===== src/rtl/pcm_slot_pkg.sv =====
package pcm_slot_pkg;
  localparam int unsigned BYTE_W    = 8;
  localparam int unsigned BIT_IDX_W = $clog2(BYTE_W);
  typedef logic [BYTE_W-1:0] pcm_byte_t;
endpackage


===== src/rtl/pcm_frame_ctr.sv =====
module pcm_frame_ctr #(
  parameter int unsigned SLOT_W = 7,
  localparam int unsigned CNT_W = SLOT_W + pcm_slot_pkg::BIT_IDX_W
) (
  input  logic             clk_i,
  input  logic             rst_ni,
  input  logic             rise_i,
  input  logic             fall_i,
  input  logic             delayed_i,
  input  logic             fs_i,
  output logic [CNT_W-1:0] pos_o,
  output logic             run_o,
  output logic [CNT_W-1:0] pos_nxt_o,
  output logic             run_nxt_o
);
  logic             fs_q, pend_q, run_q;
  logic [CNT_W-1:0] pos_q;
  logic             sample_ev, fs_edge, start;

  assign sample_ev = delayed_i ? fall_i : rise_i;
  assign fs_edge   = sample_ev & fs_i & ~fs_q;
  assign start     = rise_i & (delayed_i ? pend_q : fs_edge);

  always_comb begin
    pos_nxt_o = pos_q;
    run_nxt_o = run_q;
    if (start) begin
      pos_nxt_o = '0;
      run_nxt_o = 1'b1;
    end else if (rise_i && run_q) begin
      if (pos_q == '1) run_nxt_o = 1'b0;  // stop at counter end
      else             pos_nxt_o = pos_q + 1'b1;
    end
  end

  always_ff @(posedge clk_i or negedge rst_ni) begin
    if (!rst_ni) begin
      fs_q   <= 1'b0;
      pend_q <= 1'b0;
      pos_q  <= '0;
      run_q  <= 1'b0;
    end else begin
      if (sample_ev) fs_q <= fs_i;
      if (rise_i)                      pend_q <= 1'b0;
      else if (delayed_i && fs_edge)   pend_q <= 1'b1;
      pos_q <= pos_nxt_o;
      run_q <= run_nxt_o;
    end
  end

  assign pos_o = pos_q;
  assign run_o = run_q;
endmodule


===== src/rtl/pcm_tx_lane.sv =====
module pcm_tx_lane
  import pcm_slot_pkg::*;
#(
  parameter int unsigned SLOT_W = 7,
  localparam int unsigned CNT_W = SLOT_W + BIT_IDX_W
) (
  input  logic                 clk_i,
  input  logic                 rst_ni,
  input  logic                 rise_i,
  input  logic                 fall_i,
  input  logic                 delayed_i,
  input  logic [SLOT_W-1:0]    slot_i,
  input  pcm_byte_t            data_i,
  input  logic [BIT_IDX_W-1:0] bit_cur_i,
  input  logic [CNT_W-1:0]     pos_nxt_i,
  input  logic                 run_nxt_i,
  output logic                 dx_o,
  output logic                 oe_o,
  output logic                 ts_no
);
  pcm_byte_t         sh_q;
  logic [SLOT_W-1:0] eff_slot;
  logic              in_nxt;

  assign eff_slot = delayed_i ? slot_i : '0;
  assign in_nxt   = run_nxt_i && (pos_nxt_i[CNT_W-1:BIT_IDX_W] == eff_slot);

  always_ff @(posedge clk_i or negedge rst_ni) begin
    if (!rst_ni) begin
      sh_q  <= '0;
      dx_o  <= 1'b0;
      oe_o  <= 1'b0;
      ts_no <= 1'b1;
    end else if (rise_i) begin
      oe_o  <= in_nxt;
      ts_no <= ~in_nxt;
      if (!in_nxt) begin
        dx_o <= 1'b0;
      end else if (pos_nxt_i[BIT_IDX_W-1:0] == '0) begin
        dx_o <= data_i[BYTE_W-1];
        sh_q <= {data_i[BYTE_W-2:0], 1'b0};
      end else begin
        dx_o <= sh_q[BYTE_W-1];
        sh_q <= {sh_q[BYTE_W-2:0], 1'b0};
      end
    end else if (fall_i && oe_o && (bit_cur_i == '1)) begin
      ts_no <= 1'b1;  // release half a bit before slot end
    end
  end
endmodule


===== src/rtl/pcm_rx_lane.sv =====
module pcm_rx_lane
  import pcm_slot_pkg::*;
#(
  parameter int unsigned SLOT_W = 7,
  localparam int unsigned CNT_W = SLOT_W + BIT_IDX_W
) (
  input  logic              clk_i,
  input  logic              rst_ni,
  input  logic              fall_i,
  input  logic              delayed_i,
  input  logic [SLOT_W-1:0] slot_i,
  input  logic [CNT_W-1:0]  pos_i,
  input  logic              run_i,
  input  logic              dr_i,
  output pcm_byte_t         data_o,
  output logic              valid_o
);
  pcm_byte_t         sh_q;
  logic [SLOT_W-1:0] eff_slot;
  logic              take;

  assign eff_slot = delayed_i ? slot_i : '0;
  assign take     = fall_i && run_i && (pos_i[CNT_W-1:BIT_IDX_W] == eff_slot);

  always_ff @(posedge clk_i or negedge rst_ni) begin
    if (!rst_ni) begin
      sh_q    <= '0;
      data_o  <= '0;
      valid_o <= 1'b0;
    end else begin
      valid_o <= 1'b0;
      if (take) begin
        sh_q <= {sh_q[BYTE_W-2:0], dr_i};
        if (pos_i[BIT_IDX_W-1:0] == '1) begin
          data_o  <= {sh_q[BYTE_W-2:0], dr_i};
          valid_o <= 1'b1;
        end
      end
    end
  end
endmodule


===== src/rtl/pcm_slot_port.sv =====
module pcm_slot_port
  import pcm_slot_pkg::*;
#(
  parameter int unsigned SLOT_W    = 7,
  parameter int unsigned NUM_PORTS = 2
) (
  input  logic                         clk_i,
  input  logic                         rst_ni,
  input  logic                         bclk_i,
  input  logic                         fs_tx_i,
  input  logic                         fs_rx_i,
  input  logic                         delayed_i,
  input  logic [SLOT_W-1:0]            tx_slot_i,
  input  logic [SLOT_W-1:0]            rx_slot_i,
  input  logic [$clog2(NUM_PORTS)-1:0] tx_port_i,
  input  logic [$clog2(NUM_PORTS)-1:0] rx_port_i,
  input  logic [BYTE_W-1:0]            tx_data_i,
  input  logic [NUM_PORTS-1:0]         dr_i,
  output logic [NUM_PORTS-1:0]         dx_o,
  output logic [NUM_PORTS-1:0]         dx_oe_o,
  output logic [NUM_PORTS-1:0]         ts_no,
  output logic [BYTE_W-1:0]            rx_data_o,
  output logic                         rx_valid_o
);
  localparam int unsigned CNT_W = SLOT_W + BIT_IDX_W;

  logic bclk_q, rise, fall;
  logic [CNT_W-1:0] tx_pos, tx_pos_nxt, rx_pos, rx_pos_nxt;
  logic tx_run, tx_run_nxt, rx_run, rx_run_nxt;
  logic dx_q, oe_q, ts_q;

  always_ff @(posedge clk_i or negedge rst_ni) begin
    if (!rst_ni) bclk_q <= 1'b0;
    else         bclk_q <= bclk_i;
  end
  assign rise = bclk_i & ~bclk_q;
  assign fall = ~bclk_i & bclk_q;

  pcm_frame_ctr #(.SLOT_W(SLOT_W)) u_tx_ctr (
    .clk_i, .rst_ni, .rise_i(rise), .fall_i(fall), .delayed_i,
    .fs_i(fs_tx_i), .pos_o(tx_pos), .run_o(tx_run),
    .pos_nxt_o(tx_pos_nxt), .run_nxt_o(tx_run_nxt)
  );

  pcm_frame_ctr #(.SLOT_W(SLOT_W)) u_rx_ctr (
    .clk_i, .rst_ni, .rise_i(rise), .fall_i(fall), .delayed_i,
    .fs_i(fs_rx_i), .pos_o(rx_pos), .run_o(rx_run),
    .pos_nxt_o(rx_pos_nxt), .run_nxt_o(rx_run_nxt)
  );

  pcm_tx_lane #(.SLOT_W(SLOT_W)) u_tx (
    .clk_i, .rst_ni, .rise_i(rise), .fall_i(fall), .delayed_i,
    .slot_i(tx_slot_i), .data_i(tx_data_i),
    .bit_cur_i(tx_pos[BIT_IDX_W-1:0]), .pos_nxt_i(tx_pos_nxt),
    .run_nxt_i(tx_run_nxt), .dx_o(dx_q), .oe_o(oe_q), .ts_no(ts_q)
  );

  pcm_rx_lane #(.SLOT_W(SLOT_W)) u_rx (
    .clk_i, .rst_ni, .fall_i(fall), .delayed_i,
    .slot_i(rx_slot_i), .pos_i(rx_pos), .run_i(rx_run),
    .dr_i(dr_i[rx_port_i]), .data_o(rx_data_o), .valid_o(rx_valid_o)
  );

  for (genvar k = 0; k < NUM_PORTS; k++) begin : g_port
    logic sel;
    assign sel        = (tx_port_i == k);
    assign dx_o[k]    = sel & dx_q;
    assign dx_oe_o[k] = sel & oe_q;
    assign ts_no[k]   = ~sel | ts_q;
  end

  // tx_pos upper bits and next-state of rx counter are not needed downstream
  logic unused_ok;
  assign unused_ok = ^{tx_pos[CNT_W-1:BIT_IDX_W], tx_run, rx_pos_nxt, rx_run_nxt};
endmodule


===== config.mk =====
export PLATFORM = sky130hd
export DESIGN_NAME = pcm_slot_port
export DESIGN_NICKNAME = d
export VERILOG_FILES = /design/src/rtl/pcm_slot_pkg.sv /design/src/rtl/pcm_frame_ctr.sv /design/src/rtl/pcm_tx_lane.sv /design/src/rtl/pcm_rx_lane.sv /design/src/rtl/pcm_slot_port.sv
export SDC_FILE = /design/constraint.sdc
export NUM_CORES = 1
export LEC_CHECK = 0
export ABC_AREA = 1
export CORE_ASPECT_RATIO = 0.9
export CORE_MARGIN = 4
export CORE_UTILIZATION = 51
export CTS_BUF_LIST = sky130_fd_sc_hd__clkbuf_8
export DETAILED_ROUTE_END_ITERATION = 7
export PLACE_DENSITY_LB_ADDON = 0.15
export SLEW_MARGIN = 10
export SYNTH_ARGS = -nofsm -noshare
export SYNTH_HDL_FRONTEND = slang
export SYNTH_SLANG_ARGS = --single-unit

===== constraint.sdc =====
create_clock -name clk_i -period 1.8 [get_ports clk_i]
set_input_delay 0.27 -clock clk_i [delete_from_list [all_inputs] [get_ports clk_i]]
set_output_delay 0.27 -clock clk_i [all_outputs]
set_load 0.005 [all_outputs]

Yosys cells after proc, flatten, opt, wreduce, memory -nomap -nowiden
Index checks and enable logic that the tools add are counted.
- register bits after elaboration: 54
- latch bits: 0
- memory bits (writable): 0
- bits in read-only memories: 0
- output and inout port bits: 15
- memories kept: 0
- add/subtract/negate cells: 2
- multiply operators: 0
- div/mod/pow operators: 0
- order comparisons: 1
- eq/ne operators: 7
- shifts and indexed selects: 0
- mux-type cells: 30
- bitwise gates (word level): 20
- reduce and logical (&&, ||, !) cells: 19
- operator list (operator ; count):
    $mux W10 ; 6
    $mux W1 ; 21
    $add A10 B1 Y10 const B ; 2
    $eq A10 B10 Y1 const B ; 2
    $eq A7 B7 Y1 ; 2
    $mux W7 ; 2
    $and A1 B1 Y1 ; 12
    $reduce_bool A2 Y1 ; 5
    $logic_and A1 B1 Y1 ; 9
    $mux W8 ; 1
    $reduce_and A2 Y1 ; 4
    $eq A3 B3 Y1 const B ; 2
    $not A1 Y1 ; 6
    $logic_not A3 Y1 ; 1
    $lt A1 B2 Y1 const B ; 1
    $ne A2 B1 Y1 const B ; 1
    $or A1 B1 Y1 ; 2

Depth between registers and ports, before layout
Gate-level depths: netlist of run 1.
- depth after elaboration: 12
- depth in mapped cells: 15
- mapped depth without buffers: 15

Hierarchy
Synthesis of run 1 repeated with hierarchy kept, for this count alone.
- cell total of the unflattened synthesis: 479
- area total of the unflattened synthesis: 3337.0 µm²
- by module, submodules not included (module ; times used ; cells each ; area each (µm²) ; seq. area each (µm²)):
    pcm_frame_ctr ; 2 ; 108 ; 799.5 ; 325.3
    pcm_rx_lane ; 1 ; 134 ; 917.1 ; 400.4
    pcm_tx_lane ; 1 ; 109 ; 721.9 ; 251.5
    pcm_slot_port ; 1 ; 20 ; 98.8 ; 25.0

Least setup slack after synthesis of run 1
OpenSTA, ideal clock, no wires.
- path kind: reg2reg
- from: register u_tx_ctr.pos_q[0] (netlist: u_tx_ctr.pos_o[0])
- to: register u_tx.sh_q[2]
- library setup time: 117 ps
- arrival: 1749 ps
- required time: 1683 ps
- setup slack: -66 ps
- stages on the path, launching flop included: 14
- buffers on the path: 1
- clock period less this slack: 1866 ps
- cell sequence: dfrtp_1 -> ha_1 -> nand2_1 -> nor2_4 -> nand2_2 -> buf_6 -> nand4_1 -> nand3_1 -> nand2_1 -> nand2_2 -> nor2_4 -> nand3_4 -> nand2_1 -> nand2_1
- longest elaborated chain between the ends: 7
- elaborated cells on any way between the ends: 13
- ends and longest elaborated chain (element ; RTL line ; source):
    from (decl) ; pcm_frame_ctr.sv:17 ; logic [CNT_W-1:0] pos_q;
    from (signal assigned) ; pcm_frame_ctr.sv:46 ; pos_q <= pos_nxt_o;
    $add A10 B1 Y10 / $eq A10 B10 Y1 (equally long branches) ; pcm_frame_ctr.sv:32, pcm_frame_ctr.sv:31 ;
    $mux W10 ; pcm_frame_ctr.sv:31 ; if (pos_q == '1) run_nxt_o = 1'b0;
    $mux W10 ; pcm_frame_ctr.sv:30 ; end else if (rise_i && run_q) begin
    $mux W10 ; pcm_frame_ctr.sv:27 ; if (start) begin
    $eq A7 B7 Y1 ; pcm_tx_lane.sv:26 ; assign in_nxt = run_nxt_i && (pos_nxt_i[CNT_W-1:BIT_IDX_W] == eff_slot);
    $logic_and A1 B1 Y1 ; pcm_tx_lane.sv:26 ;
    $reduce_and A2 Y1 (no source line) ; - ;
    to (signal assigned) ; pcm_tx_lane.sv:41 ; sh_q <= {data_i[BYTE_W-2:0], 1'b0};
    to (signal assigned) ; pcm_tx_lane.sv:44 ; sh_q <= {sh_q[BYTE_W-2:0], 1'b0};
    to (decl) ; pcm_tx_lane.sv:21 ; pcm_byte_t sh_q;
Several ways; a longest one is shown, not always the timed one.
A chain may end at the register's enable or synchronous reset.

Worst setup path in the final report of run 1
- from: register u_tx_ctr.pos_q[1] (netlist: u_tx_ctr.pos_o[1])
- to: register u_tx.sh_q[7]
The elaborated chain is that of the path after synthesis.

==> results of run 1 <==
cell families (layout without fill, tap and decap cells):
group / Yosys count / in the layout / synth area share
AND/OR/NAND/NOR: 221 / 222 / 0.357
buffers and inverters: 72 / 195 / 0.0938
flip-flops: 53 / 53 / 0.427
AO/OA/AOI/OAI: 46 / 46 / 0.0886
adder cells (fa/ha/maj): 4 / 4 / 0.0161
XOR/XNOR: 4 / 4 / 0.0113
multiplexers: 2 / 2 / 0.00644
timing repair:
action	4_1_cts	5_1_grt
setup endpoints to repair	34	28
hold buffers	1	0
cloned	1	1
buffers inserted	9	10
endpoints found under the hold margin	6	0
pin swaps	8	13
resized for setup	19	33
path summary, 6_finish.rpt:
kind | endpoint | from | cells past startpoint | slack, ns
max in group asynchronous | u_tx.sh_q[3] | rst_ni | 3 | 0.90
min reg2reg | u_tx.sh_q[4] | u_tx.sh_q[4] | 2 | 0.48
max | u_tx.sh_q[7] | u_tx_ctr.pos_o[1] | 15 | -0.16
min in group clk_i | bclk_q | bclk_i | 1 | 0.34
min | u_rx_ctr.pos_o[4] | rst_ni | 2 | 0.31
max reg2reg | u_tx.sh_q[7] | u_tx_ctr.pos_o[1] | 15 | -0.16
state kept, by name (all words and copies together), names as in the netlist:
register         count
u_tx.sh_q            7
u_tx_ctr.pend_q      1
u_tx.ts_no           1
u_rx_ctr.fs_q        1
u_tx_ctr.run_o       1
u_tx.dx_o            1
u_rx.valid_o         1
u_rx_ctr.pos_o      10
u_tx_ctr.pos_o      10
u_tx_ctr.fs_q        1
u_rx.sh_q            7
u_tx.oe_o            1
bclk_q               1
u_rx_ctr.run_o       1
u_rx.data_o          8
u_rx_ctr.pend_q      1
area by class of cell:
class	instances	area [um^2]
fill	414	1270
clock inverter	3	47.5
sequential	53	1330
timing repair inverter	1	7.51
timing repair buffer	122	1100
clock buffer	5	68.8
inverter	64	249
multi-input combinational	278	1630
tap	70	87.6
cell usage in the layout, fill, tap and decap left out, types with 8 or more instances in the layout:
master           count
inv_1               54
o21ai_0             23
nand2_1            105
clkdlybuf4s50_1     41
nand3_2             13
buf_4               64
dfrtp_1             52
nor2_1              16
nand3_1             19
inv_2                8
nand4_1             26
nand2_2             13
critical path, cell delays in order, from the launching register on:
cell and delay (ns):
dfrtp_1 0.37, ha_2 0.20, nand2_2 0.06, nor2_4 0.16, buf_6 0.13, nand3_2 0.05
nand2_1 0.08, nand2_2 0.07, nand2_2 0.07, nand2_1 0.05, nand2_1 0.08, nand3_2 0.12
nor2_8 0.16, nand3_2 0.14, nand2_1 0.09, nand2_1 0.04
where the power goes:
group / internal (W) / total, W / leakage [nW] / switching (W)
clock network: 0.000425 / 0.000870 / 0.0591 / 0.000445
registers: 0.00143 / 0.00158 / 0.692 / 0.000156
logic: 0.000605 / 0.00129 / 1.54 / 0.000689
through the flow:
stage,total power (W),setup slack [ns],instance area [um^2]
4_1_cts,0.00370,-0.131,4340
6_report,0.00375,-0.156,4520
3_5_place_dp,0.00279,-0.592,4080
3_3_place_gp,0.00274,-0.548,4080
5_1_grt,0.00400,-0.327,4520
2_1_floorplan,0.00223,-0.0260,3110
metal layers:
metal	vias to the layer above	track usage	wire length [um]
met5	-	0	0
met4	0	0.0872	140
met3	14	0.0449	411
met2	84	0.404	4400
met1	1501	0.271	3520
li1	1551	-	-
cell usage after synthesis (3+ instances only):
library cell	n
nor2_2	5
a31oi_1	3
nor2_1	19
nand2_1	110
nand3_2	7
inv_1	58
nand4_1	26
nor3_1	8
inv_2	6
o21ai_0	27
ha_1	4
xor2_1	4
a21oi_1	6
nand2_2	9
nand3_1	25
dfrtp_1	52
==> results.py, run 1 <==
metrics = {
    "global_routing": {
        "grt_antenna_before_repair": 0,
        "first_global_vias": 3151,
        "grt_max_degree": 27,
        "gr-total-overflow": 0,
        "grt_use_total": 0.225,
        "grt_pass1_wl_um": 13600,
    },
    "clocking": {
        "clock_latency_ns": 0.32,
        "cts_sinks": 53,
        "ctsRootBufferMaster": "clkbuf_8",
        "numCtsBuffers": 5,
        "cts.reportedPaths.clkPinSlew_ns": 0.11,
        "tritoncts": "done",
        "cts_buffer_depth": 2,
        "htree_num_levels": 2,
    },
    "yosys": {
        "yosysTopAreaCell": "dfrtp_1",
        "synth_warnings": 0,
        "synth_top_area_frac": 0.419,
        "synth_area_um2": 3110,
        "syn_area_per_cell_um2": 7.73,
        "netlist_instances": 402,
        "synth_edf_count": 0,
        "synth_fp_nets": 438,
        "synth-seq-cells": 53,
        "synthTopCellsByArea": "dfrtp_1 42%, nand2_1 13%, inv_1 7.0%",
        "synth_cell_types": 39,
        "synth.yosys.seq_area_share": 0.427,
        "async_flop_share": 1.00,
        "ys.flop_type": "dfrtp_1",
    },
    "timing": {
        "finalHoldWorstSlack_ns": 0.307,
        "finClkSkew_ns": 0.00785,
        "worst_pin_slew_ns": 0.488,
        "relSlewSlack": 0.672,
        "timing.final.crit_share": 1.09,
        "max_freq_mhz": 511,
        "rsz0062_at_grt": "true",
        "fin_ws_ns": -0.156,
        "layout_min_cycle_time_ns": 1.96,
        "finalSetupViolCount": 13,
        "drv_slew": 0,
        "final_hold_viol_count": 0,
        "setup-tns-final_ns": -1.50,
    },
    "finish": {
        "num_antenna_cells": 0,
        "nets": 561,
        "synthToLayoutAreaGrowth_pct": 45.3,
        "final_cells": 596,
        "final_util": 0.780,
        "drive_gt1_frac": 0.289,
    },
    "run": {
        "cap_viol_max_count": 0,
    },
    "detailed_routing": {
        "num_vias": 3150,
        "antenna_left": 0,
        "vias_per_cell": 5.29,
        "drt_iter0_markers": 195,
        "wl_um": 8470,
        "wl_per_cell_um": 14.2,
        "first_pass_iters": 4,
        "drc_errors": 0,
    },
    "placement": {
        "place.gp.congestion": 0.848,
        "dp.cells": 567,
        "hpwl_um": 5970,
        "io_buffers": 46,
    },
    "worst_setup_path": {
        "crit_arrival_ns": 2.18,
        "crit_path_end_kind": "register",
        "critPathLaunchType": "register",
        "critical_path_required_ns": 2.02,
        "critPathKind": "register to register",
        "critical_path.max_fanout": 4,
    },
    "power": {
        "vdd_ir_drop_max_uv": 595,
        "p_per_area_nw_per_um2": 830,
        "power.leakage_nw": 2.29,
    },
    "die": {
        "io_pins": 47,
        "fp.dieW_um": 90.3,
        "coreArea_um2": 5790,
        "die_area_um2": 7410,
        "std_cell_rows": 26,
        "start_util": 0.537,
        "die_h_um": 82.1,
    },
    "status": {
        "violations": "setup timing",
        "status": "finished, violations left",
    },
    "min_path": {
        "min_path_type": "primary input to asynchronous set/reset pin",
    },
}
Note: power is estimated with default switching activity, not from simulation.
==> run 2, diff against run 1 <==
CAP_MARGIN = 20   (was unset)
SLEW_MARGIN = unset   (was 10)
==> results of run 2 <==
No change in the layout: final DEF, timing and power equal those of run 1.
==> run 3, diff against run 2 <==
CORE_MARGIN = unset   (was 4)
==> run 3 against run 2 <==
The flow still finishes with violations (setup timing). Clock skew rose by 0.0056 ns. Final cell count fell by 1.8%. Core utilization down 2.5 points. Clock-buffer cell count unchanged. Via count decreased by 3.9%. Critical path type unchanged. Largest cell class unchanged. Largest power group unchanged.
==> results.py, run 3 (synthesis results as in run 1) <==
metrics = {
    "power": {
        "p_per_area_nw_per_um2": 820,
        "power.leakage_nw": 2.24,
        "power_w": 0.00358,
        "vdd_ir_drop_max_uv": 618,
    },
    "clocking": {
        "htree_num_levels": 2,
        "clock_latency_ns": 0.31,
        "cts_buffer_depth": 2,
        "tritoncts": "done",
        "numCtsBuffers": 5,
        "cts.reportedPaths.clkPinSlew_ns": 0.11,
        "cts_sinks": 53,
        "ctsRootBufferMaster": "clkbuf_8",
    },
    "status": {
        "violations": "setup timing",
        "status": "finished, violations left",
    },
    "worst_setup_path": {
        "critical_path.max_fanout": 8,
        "worst-r2r-cell-count": 12,
        "critical_path_required_ns": 2.00,
        "critPathKind": "register to register",
        "crit_arrival_ns": 2.16,
        "crit_path_end_kind": "register",
        "critPathLaunchType": "register",
    },
    "timing": {
        "final_hold_viol_count": 0,
        "setup-tns-final_ns": -1.22,
        "drv_slew": 0,
        "layout_min_cycle_time_ns": 1.96,
        "timing.final.crit_share": 1.09,
        "finClkSkew_ns": 0.0135,
        "relSlewSlack": 0.641,
        "fin_ws_ns": -0.160,
        "max_freq_mhz": 510,
        "worst_pin_slew_ns": 0.539,
        "finalSetupViolCount": 10,
        "rsz0062_at_grt": "true",
    },
    "finish": {
        "final_cell_mix": "103 x nand2_1, 58 x buf_4, 56 x inv_1",
        "drive_gt1_frac": 0.270,
        "final_common_cell": "nand2_1",
        "num_antenna_cells": 0,
        "synthToLayoutAreaGrowth_pct": 40.7,
        "nets": 550,
    },
    "run": {
        "cap_viol_max_count": 0,
    },
    "global_routing": {
        "grt_antenna_before_repair": 0,
        "gr-total-overflow": 0,
        "top_usage_layer": "met2",
        "grt.met1_usage": 0.325,
        "globalRouteMet3Util": 0.0423,
        "grt_pass1_wl_um": 12900,
        "grt_max_degree": 32,
        "grt_use_met2": 0.423,
        "first_global_vias": 2875,
        "grt_use_total": 0.246,
    },
    "placement": {
        "hpwl_um": 5720,
        "place.gp.congestion": 0.872,
        "io_buffers": 46,
        "place_ws_ns": -0.544,
    },
    "detailed_routing": {
        "drt_iter0_markers": 176,
        "antenna_left": 0,
        "vias_per_cell": 5.18,
        "num_vias": 3028,
        "wl_per_cell_um": 13.5,
        "first_pass_iters": 4,
        "drc_errors": 0,
        "wl_um": 7890,
    },
    "die": {
        "die_area_um2": 6410,
        "start_util": 0.537,
        "coreArea_um2": 5790,
        "die_h_um": 76.1,
        "fp.dieW_um": 84.3,
        "io_pins": 47,
        "std_cell_rows": 26,
    },
    "min_path": {
        "min_path_type": "primary input to register",
        "whs_path_depth": 4,
    },
}
==> run 3: cell count changes in the layout (fill, tap and decap cells not counted), sizes merged <==
cell / previous run / this run
buf: 76 / 66
bufinv: 1 / 0
clkdlybuf4s50: 41 / 42
clkinvlp: 2 / 0
dlymetal6s2s: 1 / 0
inv: 64 / 66
==> run 3: where the power goes <==
group	internal, W	total, W	switching [W]
Sequential	0.00143	0.00159	0.000163
Combinational	0.000570	0.00126	0.000687
Clock	0.000292	0.000739	0.000446
Total	0.00229	0.00358	0.00130
==> run 3: critical path: stages (launching register included) <==
cell and delay (ns):
dfrtp_1 0.41, inv_2 0.10, nand3_2 0.13, inv_4 0.15, nand2_1 0.10, nor2_1 0.15, nand3_2 0.11, nand4_1 0.12
nand3_2 0.13, nor2_8 0.17, nand3_2 0.14, nand2_1 0.09, nand2_1 0.05
==> run 3: final cells by class <==
type,count,area (um^2)
fill,440,1420
inverter,64,243
timing repair buffer,112,990
clock buffer,5,68.8
sequential,53,1330
clock inverter,3,28.8
tap,70,87.6
multi-input combinational,278,1630
==> run 3: repair_timing <==
item,in CTS,in global routing
hold buffers,1,0
resized for setup,8,33
endpoints found under the hold margin,21,0
setup buffers,3,11
endpoints found under the setup margin,33,27
pin swaps,0,19
cloned,0,1
==> run 3: per-stage QoR <==
step / instances / utilization / area [um^2] / hold WS (ns)
2_1_floorplan: 402 / - / 3110 / -0.0256
3_3_place_gp: 562 / 0.694 / 4020 / 0.271
3_5_place_dp: 562 / 0.694 / 4020 / 0.272
4_1_cts: 574 / 0.719 / 4160 / 0.447
5_1_grt: 585 / 0.755 / 4370 / 0.446
6_report: 585 / 0.755 / 4370 / 0.438
==> run 3: worst paths after layout <==
path	startpoint	endpoint	slack, ns
setup / recovery	bclk_q	u_tx.sh_q[6]	-0.16
setup reg to reg	bclk_q	u_tx.sh_q[6]	-0.16
min in group asynchronous	rst_ni	u_rx.data_o[1]	0.46
hold / removal	delayed_i	u_tx_ctr.pend_q	0.44
hold reg to reg	u_tx.sh_q[1]	u_tx.sh_q[1]	0.50
max in group asynchronous	rst_ni	u_tx_ctr.pos_o[0]	0.78
==> run 3: routing by layer <==
layer / part of all wire / routed length [um]
met3: 0.036 / 288
met4: 0.0095 / 75
met2: 0.52 / 4120
met5: 0 / 0
met1: 0.43 / 3400
